`src/rtl/cg_alu_pkg.sv`:
```
package cg_alu_pkg;
   localparam int OP_W   = 4;
   localparam int SUB_W  = 2;
   localparam int N_GRP  = 1 << (OP_W - SUB_W);

   typedef enum logic [OP_W-SUB_W-1:0] {
      GRP_ARITH_A = 2'd0,
      GRP_ARITH_B = 2'd1,
      GRP_LOGIC   = 2'd2,
      GRP_SHIFT   = 2'd3
   } grp_e;
endpackage

```
`src/rtl/cg_alu_decode.sv`:
```
module cg_alu_decode
   import cg_alu_pkg::*;
(
   input  logic                in_valid,
   input  logic [OP_W-1:0]     op,
   output logic [N_GRP-1:0]    grp_en,
   output logic [SUB_W-1:0]    sub_op
);
   localparam int GSEL_W = OP_W - SUB_W;

   logic [GSEL_W-1:0] gsel;

   assign gsel   = op[OP_W-1:SUB_W];
   assign sub_op = op[SUB_W-1:0];

   always_comb begin
      grp_en = '0;
      for (int g = 0; g < N_GRP; g++) begin
         if (in_valid && (gsel == GSEL_W'(g))) grp_en[g] = 1'b1;
      end
   end
endmodule

```
`src/rtl/cg_alu_clkgate.sv`:
```
module cg_alu_clkgate #(
   parameter bit USE_LATCH = 1'b0
) (
   input  logic clk,
   input  logic en,
   output logic gclk,
   output logic ce
);
   generate
      if (USE_LATCH) begin : g_latch
         logic en_l;
         always_latch begin
            if (!clk) en_l = en;
         end
         assign gclk = clk & en_l;
         assign ce   = 1'b1;
      end else begin : g_enable
         assign gclk = clk;
         assign ce   = en;
      end
   endgenerate
endmodule

```
`src/rtl/cg_alu_group.sv`:
```
module cg_alu_group
   import cg_alu_pkg::*;
#(
   parameter int W   = 8,
   parameter int GID = 0
) (
   input  logic             gclk,
   input  logic             ce,
   input  logic             rst_n,
   input  logic [SUB_W-1:0] sub_op,
   input  logic [W-1:0]     a,
   input  logic [W-1:0]     b,
   input  logic             cin,
   output logic [W-1:0]     q_lo,
   output logic [W-1:0]     q_hi,
   output logic             q_c
);
   localparam int WE = W + 1;
   localparam int WP = 2 * W;

   logic [W-1:0] nx_lo;
   logic [W-1:0] nx_hi;
   logic         nx_c;

   generate
      if (GID == int'(GRP_ARITH_A)) begin : g_arith_a
         logic [WE-1:0] ext;
         always_comb begin
            unique case (sub_op)
               2'd0:    ext = {1'b0, a} + {1'b0, b};
               2'd1:    ext = {1'b0, a} - {1'b0, b};
               2'd2:    ext = {1'b0, a} + WE'(1);
               default: ext = {1'b0, a} - WE'(1);
            endcase
            nx_lo = ext[W-1:0];
            nx_c  = ext[W];
            nx_hi = '0;
         end
      end else if (GID == int'(GRP_ARITH_B)) begin : g_arith_b
         logic [WP-1:0] prod;
         logic [WE-1:0] sum;
         assign prod = {{W{1'b0}}, a} * {{W{1'b0}}, b};
         assign sum  = {1'b0, a} + {1'b0, b} + {{W{1'b0}}, cin};
         always_comb begin
            nx_hi = '0;
            nx_c  = 1'b0;
            unique case (sub_op)
               2'd0: begin
                  nx_lo = prod[W-1:0];
                  nx_hi = prod[WP-1:W];
               end
               2'd1: begin
                  nx_lo = sum[W-1:0];
                  nx_c  = sum[W];
               end
               2'd2:    nx_lo = '0;
               default: nx_lo = '1;
            endcase
         end
      end else if (GID == int'(GRP_LOGIC)) begin : g_logic
         always_comb begin
            unique case (sub_op)
               2'd0:    nx_lo = ~a;
               2'd1:    nx_lo = a & b;
               2'd2:    nx_lo = a | b;
               default: nx_lo = a ^ b;
            endcase
            nx_hi = '0;
            nx_c  = 1'b0;
         end
      end else begin : g_shift
         always_comb begin
            unique case (sub_op)
               2'd0:    nx_lo = {a[W-2:0], 1'b0};
               2'd1:    nx_lo = {1'b0, a[W-1:1]};
               2'd2:    nx_lo = {a[W-2:0], a[W-1]};
               default: nx_lo = {a[0], a[W-1:1]};
            endcase
            nx_hi = '0;
            nx_c  = 1'b0;
         end
      end
   endgenerate

   always_ff @(posedge gclk or negedge rst_n) begin
      if (!rst_n) begin
         q_lo <= '0;
         q_hi <= '0;
         q_c  <= 1'b0;
      end else if (ce) begin
         q_lo <= nx_lo;
         q_hi <= nx_hi;
         q_c  <= nx_c;
      end
   end
endmodule

```
`src/rtl/cg_part_alu.sv`:
```
module cg_part_alu
   import cg_alu_pkg::*;
#(
   parameter int W         = 8,
   parameter bit USE_LATCH = 1'b0
) (
   input  logic            clk,
   input  logic            rst_n,
   input  logic            in_valid,
   input  logic [3:0]      op,
   input  logic [W-1:0]    a,
   input  logic [W-1:0]    b,
   input  logic            cin,
   output logic [W-1:0]    res,
   output logic [W-1:0]    res_hi,
   output logic            cout,
   output logic            res_valid
);
   localparam int GSEL_W = OP_W - SUB_W;

   generate
      if (W < 2) begin : g_bad_width
         $error("cg_part_alu: W must be at least 2");
      end
      if (OP_W != 4) begin : g_bad_op
         $error("cg_part_alu: opcode must be 4 bits");
      end
   endgenerate

   logic [N_GRP-1:0] grp_en;
   logic [SUB_W-1:0] sub_op;
   logic [W-1:0]     lo_arr [N_GRP];
   logic [W-1:0]     hi_arr [N_GRP];
   logic             c_arr  [N_GRP];
   logic [GSEL_W-1:0] sel_q;
   logic             valid_q;

   cg_alu_decode u_dec (
      .in_valid (in_valid),
      .op       (op),
      .grp_en   (grp_en),
      .sub_op   (sub_op)
   );

   generate
      for (genvar g = 0; g < N_GRP; g++) begin : g_grp
         logic gclk;
         logic ce;
         cg_alu_clkgate #(.USE_LATCH(USE_LATCH)) u_cg (
            .clk  (clk),
            .en   (grp_en[g]),
            .gclk (gclk),
            .ce   (ce)
         );
         cg_alu_group #(.W(W), .GID(g)) u_grp (
            .gclk   (gclk),
            .ce     (ce),
            .rst_n  (rst_n),
            .sub_op (sub_op),
            .a      (a),
            .b      (b),
            .cin    (cin),
            .q_lo   (lo_arr[g]),
            .q_hi   (hi_arr[g]),
            .q_c    (c_arr[g])
         );
      end
   endgenerate

   always_ff @(posedge clk or negedge rst_n) begin
      if (!rst_n) begin
         sel_q   <= GSEL_W'(GRP_ARITH_A);
         valid_q <= 1'b0;
      end else begin
         valid_q <= in_valid;
         if (in_valid) sel_q <= op[OP_W-1:SUB_W];
      end
   end

   assign res       = lo_arr[sel_q];
   assign res_hi    = hi_arr[sel_q];
   assign cout      = c_arr[sel_q];
   assign res_valid = valid_q;
endmodule


```
`config.mk`:
```
export PLATFORM = sky130hd
export DESIGN_NAME = cg_part_alu
export DESIGN_NICKNAME = d
export VERILOG_FILES = /design/src/rtl/cg_alu_pkg.sv /design/src/rtl/cg_alu_decode.sv /design/src/rtl/cg_alu_clkgate.sv /design/src/rtl/cg_alu_group.sv /design/src/rtl/cg_part_alu.sv
export SDC_FILE = /design/constraint.sdc
export NUM_CORES = 1
export LEC_CHECK = 0
export ABC_AREA = 1
export BUFFER_PORTS_ARGS = -buffer_cell sky130_fd_sc_hd__buf_2
export CORE_UTILIZATION = 40
export CTS_CLUSTER_SIZE = 12
export DETAILED_ROUTE_END_ITERATION = 16
export PLACE_DENSITY = 0.56
export SLEW_MARGIN = 40
export SYNTH_ARGS = -nofsm -noshare
export SYNTH_HDL_FRONTEND = slang
export SYNTH_HIERARCHICAL = 1
export SYNTH_SLANG_ARGS = --single-unit
```
`constraint.sdc`:
```
create_clock -name clk -period 2 [get_ports clk]
set_input_delay 0.2 -clock clk [delete_from_list [all_inputs] [get_ports clk]]
set_output_delay 0.2 -clock clk [all_outputs]
set_load 0.005 [all_outputs]
```
=== Word-level counts from Yosys, hierarchy flattened ===
Index checks and enable logic that the tools add are counted.

* Output and inout port bits: 18
* Bits in registers: 45
* Word-level logic and storage cells: 51

* Eq/ne operators: 5
* Bitwise logic cells: 5
* $mul: 1
* Muxes and demuxes: 19
* Order comparisons: 1
* Reduce and logical (&&, ||, !) cells: 6
* $add $sub $neg: 5

{| class="wikitable"
|+ Operators by type and width
! operator !! count
|-
| one-hot mux 8 bit (3 select lines) || 3
|-
| 2-to-1 mux 8 bit || 5
|-
| binary-select mux 8 bit (select 2 bit) || 2
|-
| one-hot mux 9 bit (3 select lines) || 1
|-
| multiplier 8 x 8 -> 16 bit || 1
|-
| adder 8 x 1 -> 9 bit (second input constant) || 1
|-
| adder 8 x 8 -> 9 bit || 1
|-
| adder 9 x 1 -> 9 bit || 1
|-
| subtractor 8 x 1 -> 9 bit (second input constant) || 1
|-
| subtractor 8 x 8 -> 9 bit || 1
|-
| bitwise AND 8 bit || 1
|-
| NOT 8 bit || 1
|-
| bitwise OR 8 bit || 1
|-
| bitwise XOR 8 bit || 1
|-
| 2-to-1 mux 1 bit || 7
|-
| == test 2 bit (second input constant) || 3
|-
| == test 2 x 1 -> 1 bit (second input constant) || 2
|-
| logical AND 1 bit || 4
|-
| logical NOT 2 bit || 2
|-
| >= comparator 3 bit (second input constant) || 1
|-
| NOT 2 -> 3 bit || 1
|-
| binary-select mux 1 bit (select 2 bit) || 1
|}

=== Longest topological paths before layout ===
Gate-level depths: netlist of the first run.

* Word-level depth: 4
* Gate-level depth with buffers: 21
* Gate-level depth less buffers: 20

=== By module ===
The synthesis of the first run kept the hierarchy.

{| class="wikitable"
|+ By module, submodules not included
! module !! instances !! area an instance (um2) !! cells an instance
|-
| cg_alu_group (g_grp[1].u_grp) || 1 || 3,388.2 || 501
|-
| cg_alu_group (g_grp[0].u_grp) || 1 || 1,052.3 || 166
|-
| cg_part_alu || 1 || 940.9 || 206
|-
| cg_alu_group (g_grp[2].u_grp) || 1 || 897.1 || 135
|-
| cg_alu_group (g_grp[3].u_grp) || 1 || 523.0 || 72
|-
| cg_alu_clkgate || 4 || 15.0 || 2
|-
| cg_alu_decode || 1 || 45.0 || 10
|}

=== Worst setup path after synthesis of the first run ===
Ideal clock, no wire load.

* Path kind: input to register
* Start: input port a[1]
* End: register g_grp[1].u_grp.q_hi[7]
* Stages on the path: 18
* Path buffers: 1
* Data arrival time: 3.468 ns
* Setup time: 0.117 ns
* Setup slack: -1.585 ns
* Cell sequence: clkbuf_1 nand2_1 inv_1 fa_1 fa_1 fa_1 inv_1 fa_1 inv_1 ha_1 nand2_1 nand2_1 nand2_1 nand2_1 nand2_1 nand4_1 nand3_1 nand2_1

* Word-level cells in the longest chain between the ends: 2

{| class="wikitable"
|+ RTL lines
! what !! line !! source
|-
| start: declaration || cg_part_alu.sv:11 || <nowiki>input logic [W-1:0] a,</nowiki>
|-
| multiplier 8 x 8 -> 16 bit || cg_alu_group.sv:42 || <nowiki>assign prod = {{W{1'b0}}, a} * {{W{1'b0}}, b};</nowiki>
|-
| 2-to-1 mux 8 bit || cg_alu_group.sv:47 || <nowiki>unique case (sub_op)</nowiki>
|-
| end signal: assignment || cg_alu_group.sv:92 || <nowiki>q_hi <= nx_hi;</nowiki>
|-
| end: declaration || cg_alu_group.sv:15 || <nowiki>output logic [W-1:0] q_hi,</nowiki>
|}

No other way between the ends.
A chain may end at the register's enable or synchronous reset.

=== Final worst setup path of the first run ===
* Start: input port a[6]
* End: register g_grp[1].u_grp.q_hi[6]

The elaborated chain is that of the path after synthesis.

==> reports/metrics.yaml, run 1 <==
route:
  postRouteAntennaNets: 0
  wl_per_cell_um: 13.3
  first_iter_violations: 366
  vias_per_cell: 4.56
  num_vias: 6538
  drc_errors: 0
  routed_wl_mm: 19.2
  first_pass_iters: 5
cts:
  cts_sinks: 45
  path_clk_slew_ns: 0.07
  htreeDepth: 2
  ctsHoldBuffers: 0
  cts_root_buf: "clkbuf_16"
  worstSkewPairLatency_ns: 0.29
  cts_buffers: 5
  cts_tree: "yes"
  clockBufferDepth: 2
worst_setup_path:
  crit_path_frequent_cell: "fa_1"
  required_ns: 2.18
  rr_worst_depth: 2
  cp-startpoint: "a[6]"
  cp-end-kind: "flop"
  path_cells: "buf_6 > nand2_1 > inv_1 > fa_1 > fa_1 > fa_1 > inv_1 > fa_1 > inv_2 > ha_4 > nand2_4 > inv_2 > nand2_2 > nand2_2 > nand2_2 > nand3_2 > nand2_1 > nand3_1 > nand2_1"
  start_kind: "input pin"
  rrSetupSlack_ns: 1.02
  crit_path_end: "g_grp[1].u_grp/q_hi[6]"
  arrival_ns: 3.43
  critical_path.max_stage_delay_ns: 0.53
  timing.rr.start: "sel_q[0]"
  crit_path_top_delay_cell: "fa_1"
  crit_fanout: 6
  r2r-end: "sel_q[0]"
  critPathKind: "input pin to flop"
timing:
  maxSlewHeadroom_pct: 60.1
  rsz0062_at_grt: "yes"
  max_freq_ghz: 0.308
  hold_viol_final: 8
  finalClockSkew_ns: 0
  worst_pin_slew_ns: 0.598
  holdWs_ns: -0.0160
  fin_crit_ns: 3.24
  layout_worst_path_cycle_share_pct: 162
  fin_setup_tns_ns: -13.04
  worst_slack_ns: -1.24
  maxSlewViolCount: 0
  setup_viol: 13
die:
  die_y_um: 133
  io_pins: 42
  die_w_um: 133
  fp.dieArea_mm2: 0.0178
  core_area_mm2: 0.0167
  num_rows: 47
  start_util_pct: 41.4
power_and_ir_drop:
  power.total_mw: 6.58
  leakage_nw: 5.07
  powerDensity_mw_per_mm2: 752
  vdd_ir_drop_max_mv: 0.512
place:
  numPortBuffers: 41
  place_congestion: 0.858
  hpwl_mm: 15.0
  post-place-cells: 1403
  preCtsSetupSlack_ns: -1.67
logic_synthesis:
  syn_area_mm2: 0.00691
  synthDistinctLibCells: 35
  syn_avg_cell_area_um2: 6.29
  synthTopCellsByArea: "nand2_1 (21%), dfrtp_1 (16%), inv_1 (14%)"
  netlist_instances: 1098
  synth.yosys.warnings: 6
  ys_ff_latch: 45
  seq_area_frac_synth_pct: 16.3
  yosysTopAreaCell: "nand2_1"
  synth_top_area_share_pct: 20.8
global_route:
  grtUsageTotal_pct: 22.1
  antenna_found_initial: 0
  overflow: 0
  grt_pass1_wl_mm: 31.1
  grt_max_degree: 46
  grt_pass1_vias: 6152
outcome:
  status: "complete, but fails checks"
  failed_checks: "negative hold slack, negative setup slack"
layout:
  layout-drive-gt1-share_pct: 25.3
  layout_common_cells: "nand2_1 (348), inv_1 (219), buf_4 (84)"
  final_cells: 1435
  nNetsFinal: 1346
  area_growth_pct: 26.7
  final_common_cell: "nand2_1"
  diodes: 0
worst_hold_path:
  worstHoldPathType: "input pin to async pin"
job:
  cap_violations: 0
[what timing repair did]
| item | 4_1_cts | 5_1_grt |
|---|---|---|
| gates cloned | 0 | 0 |
| setup endpoints to repair | 19 | 16 |
| gates resized for setup | 123 | 74 |
| buffers inserted | 17 | 14 |
| pin swaps | 57 | 72 |
[registers in the layout (all words and copies together), names as in the netlist]
signal	cells
sel_q	2
g_grp.u_grp/q_c	2
g_grp.u_grp/q_hi	8
g_grp.u_grp/q_lo	32
res_valid	1
[layer usage]
layer / vias up / GRT usage (%) / routed length [µm]
met3: 14 / 0.799 / 498
li1: 3418 / - / -
met1: 2996 / 33.7 / 9850
met5: - / 0 / 0
met2: 110 / 34.1 / 8500
met4: 0 / 5.37 / 301
[final cells by class]
| class | count | area [µm²] |
|---|---|---|
| fillers | 1700 | 7950 |
| multi-input cells | 747 | 4940 |
| repair buffers | 143 | 1220 |
| flip-flops and latches | 45 | 1130 |
| inverters | 272 | 1040 |
| well taps | 220 | 275 |
| clock buffers | 6 | 129 |
| clock inverters | 2 | 15.0 |
[worst min path at each step]
| stage | slack, ns | endpoint | cells after the start |
|---|---|---|---|
| after CTS | 0.02 | sel_q[0] | 2 |
| final | -0.02 | sel_q[0] | 2 |
| after detailed placement | 0.33 | sel_q[0] | 2 |
| after global placement | 0.33 | sel_q[0] | 2 |
| after floorplan | -0.1 | g_grp[0].u_grp/q_c | 0 |
| after global routing | 0.04 | sel_q[0] | 2 |
[critical path: cells and delay by family]
| family | cells | cell delay (ns) |
|---|---|---|
| buffers and inverters | 5 | 0.32 |
| adders and majority gates | 5 | 2.32 |
| and+or+nand+nor | 9 | 0.59 |
[power breakdown]
part | switching (mW) | total [mW] | internal [mW]
clock network | 0.356 | 0.819 | 0.464
registers | 0.120 | 1.22 | 1.10
logic | 2.56 | 4.54 | 1.98
[metrics by stage]
| step | cell area, µm² | util [%] |
|---|---|---|
| floorplan | 7160 | - |
| CTS | 8430 | 50.5 |
| finish | 8750 | 52.4 |
| global route | 8750 | 52.4 |
| global placement | 7760 | 46.5 |
| detailed placement | 7760 | 46.5 |
[synthesized netlist by cell type, drive strengths merged]
library cell / number
a211oi: 1
a21oi: 18
buf: 54
clkbuf: 3
conb: 3
dfrtp: 45
fa: 39
ha: 69
inv: 272
nand2: 387
nand3: 95
nand3b: 8
nand4: 6
nor2: 56
nor3: 2
o21ai: 28
or2: 3
xnor2: 2
xor2: 7
[logic make-up after synthesis]
kind of cell | Yosys count | share of synthesized area, %
simple gates | 557 | 33.4
buf+inv | 329 | 21.6
fa+ha+maj | 108 | 23.8
compound gates | 47 | 3.66
flops | 45 | 16.3
xor+xnor | 9 | 1.14
other cells | 3 | 0.163
Note: power is estimated with default switching activity, not from simulation.
==> inputs of run 2 (changes only) <==
- CTS_BUF_LIST: default -> sky130_fd_sc_hd__clkbuf_8
- RECOVER_POWER: default -> 100
==> run 2 against run 1 <==
First-iteration DRC count up 17%. Non-clock buffer count down 1. Critical endpoint unchanged. Clock-buffer cell count down 1. Via count up 0.15%. Flip-flop and latch count unchanged. The run ends with negative setup slack left. Power down 4.5%. Routed wire length down 0.86%. Setup slack better by 0.013 ns. Largest power group unchanged. Register-to-register slack worse by 0.65 ns. Combinational power down 0.9%. Global-route usage down 0.21 points.
==> reports/metrics.yaml, run 2 (synthesis gave the netlist of run 1 again) <==
outcome:
  status: "complete, but fails checks"  # unchanged
  failed_checks: "negative setup slack"  # was negative hold slack, negative setup slack
global_route:
  grt_max_degree: 46  # unchanged
  grt_pass1_wl_mm: 30.9  # was 31.1 mm
  antenna_found_initial: 0  # unchanged
  overflow: 0  # unchanged
  grtUsageTotal_pct: 21.9  # was 22.1%
  grt_pass1_vias: 6111  # was 6,152
worst_setup_path:
  cp-end-kind: "flop"  # unchanged
  r2r-end: "sel_q[1]"  # was sel_q[0]
  crit_path_end: "g_grp[1].u_grp/q_hi[6]"  # unchanged
  cp-startpoint: "a[6]"  # unchanged
  required_ns: 2.20  # was 2.18 ns
  start_kind: "input pin"  # unchanged
  rrSetupSlack_ns: 0.37  # was 1.02 ns
  arrival_ns: 3.43  # about the same
  rr_worst_depth: 2  # unchanged
  critPathKind: "input pin to flop"  # unchanged
  timing.rr.start: "sel_q[1]"  # was sel_q[0]
  crit_fanout: 6  # unchanged
timing:
  fin_crit_ns: 3.23  # was 3.24 ns
  fin_setup_tns_ns: -16.47  # was -13.04 ns
  setup_viol: 37  # was 13
  worst_slack_ns: -1.23  # was -1.24 ns
  holdWs_ns: 0.104  # was -0.0160 ns
  rsz0062_at_grt: "yes"  # unchanged
  finalClockSkew_ns: 0  # unchanged
  maxSlewViolCount: 0  # unchanged
  layout_worst_path_cycle_share_pct: 161  # was 162%
  max_freq_ghz: 0.310  # was 0.308 GHz
  maxSlewHeadroom_pct: 23.0  # was 60.1%
  worst_pin_slew_ns: 1.15  # was 0.598 ns
  hold_viol_final: 0  # was 8
layout:
  nNetsFinal: 1345  # was 1,346
  layout-drive-gt1-share_pct: 24.4  # was 25.3%
  final_common_cell: "nand2_1"  # unchanged
  final_cells: 1434  # was 1,435
  largest_registers: "g_grp.u_grp/q_lo (32), g_grp.u_grp/q_hi (8)"  # unchanged
  layout_common_cells: "nand2_1 (350), inv_1 (225), buf_4 (79)"  # was nand2_1 (348), inv_1 (219), buf_4 (84)
  top_register: "g_grp.u_grp/q_lo"  # unchanged
  largest_reg_flops: 32  # unchanged
  fin_util_pct: 51.8  # was 52.4%
  area_growth_pct: 25.3  # was 26.7%
  fin_area_mm2: 0.00865  # was 0.00875 mm²
  diodes: 0  # unchanged
power_and_ir_drop:
  switching_power_mw: 2.99  # was 3.04 mW
  pwr-share-clk_pct: 9.1  # was 12.5%
  power.total_mw: 6.29  # was 6.58 mW
  combinationalPowerShare_pct: 71.6  # was 69.0%
  seqPwrFrac_pct: 19.3  # was 18.5%
  p_int_mw: 3.30  # was 3.54 mW
  vdd_ir_drop_max_mv: 0.518  # was 0.512 mV
  swShare_pct: 47.6  # was 46.2%
  leakage_nw: 5.01  # was 5.07 nW
  powerDensity_mw_per_mm2: 727  # was 752 mW/mm²
place:
  post_dp_cell_area_mm2: 0.00776  # unchanged
  preCtsSetupSlack_ns: -1.67  # unchanged
  post-place-cells: 1403  # unchanged
  numPortBuffers: 41  # unchanged
  place_congestion: 0.858  # unchanged
  hpwl_mm: 15.0  # unchanged
cts:
  worstSkewPairLatency_ns: 0.30  # was 0.29 ns
  cts_tree: "yes"  # unchanged
  path_clk_slew_ns: 0.09  # was 0.07 ns
  cts_root_buf: "clkbuf_8"  # was clkbuf_16
  htreeDepth: 2  # unchanged
  clockBufferDepth: 2  # unchanged
  cts_buffers: 5  # unchanged
  cts_sinks: 45  # unchanged
job:
  cap_violations: 0  # unchanged
die:
  num_rows: 47  # unchanged
  die_y_um: 133  # unchanged
  fp.dieArea_mm2: 0.0178  # unchanged
  die_w_um: 133  # unchanged
  io_pins: 42  # unchanged
  core_area_mm2: 0.0167  # unchanged
  start_util_pct: 41.4  # unchanged
route:
  wl_per_cell_um: 13.2  # was 13.3 µm
  first_iter_violations: 429  # was 366
  postRouteAntennaNets: 0  # unchanged
  drc_errors: 0  # unchanged
  num_vias: 6548  # was 6,538
  vias_per_cell: 4.57  # was 4.56
  routed_wl_mm: 19.0  # was 19.2 mm
  first_pass_iters: 5  # unchanged
worst_hold_path:
  worstHoldPathType: "input pin to flop"  # was input pin to async pin
[run 2: changes by cell type in the layout (fill, tap and decap cells not counted), sizes merged]
cell	delta
buf	-8
clkbuf	+5
clkinvlp	+2
dlygate4sd3	+1
inv	-1
[run 2: final cells by class]
| class | count | area, µm² |
|---|---|---|
| repair buffers | 142 | 1190 |
| fillers | 1718 | 8050 |
| well taps | 220 | 275 |
| flip-flops and latches | 45 | 1130 |
| inverters | 272 | 1040 |
| clock buffers | 5 | 68.8 |
| clock inverters | 3 | 18.8 |
| multi-input cells | 747 | 4930 |
[run 2: power groups by stage]
stage / Sequential [mW] / Clock [mW] / Combinational (mW)
after detailed placement: 1.23 / 0 / 3.60
after CTS: 1.22 / 0.589 / 4.17
final: 1.22 / 0.570 / 4.50
after global placement: 1.23 / 0 / 3.60
after global routing: 1.24 / 0.628 / 5.00
after floorplan: 1.19 / 0.231 / 2.48
[run 2: per-layer routing]
layer,global-route usage [%],wire length (µm),up-vias
li1,-,-,3417
met1,33.7,9910,3004
met2,34.2,8350,118
met3,0.609,531,9
met4,3.98,190,0
met5,0,0,-
[run 2: worst max-delay path, stage by stage]
cell and delay (ns):
buf_6 0.11, nand2_1 0.07, inv_1 0.06, fa_1 0.53
fa_1 0.45, fa_1 0.50, inv_1 0.05, fa_1 0.52
inv_2 0.05, ha_4 0.32, nand2_4 0.09, inv_2 0.06
nand2_2 0.07, nand2_2 0.08, nand2_2 0.06, nand3_2 0.06
nand2_1 0.05, nand3_1 0.06, nand2_1 0.05
[run 2: worst min-delay path by stage]
| stage | startpoint | endpoint | slack, ns | cells after the start |
|---|---|---|---|---|
| 2_1_floorplan | rst_n | g_grp[0].u_grp/q_c | -0.1 | 0 |
| 3_3_place_gp | rst_n | sel_q[0] | 0.33 | 2 |
| 3_5_place_dp | rst_n | sel_q[0] | 0.33 | 2 |
| 4_1_cts | in_valid | res_valid | 0.06 | 1 |
| 5_1_grt | in_valid | res_valid | 0.11 | 1 |
| 6_report | in_valid | res_valid | 0.10 | 1 |
[run 2: what timing repair did]
item                       CTS  global route
pin swaps                   58            67
hold endpoints to repair    27             0
setup endpoints to repair   19            17
resized for setup          113            79
setup buffers               14            14
cloned                       0             0
hold buffers                 1             0
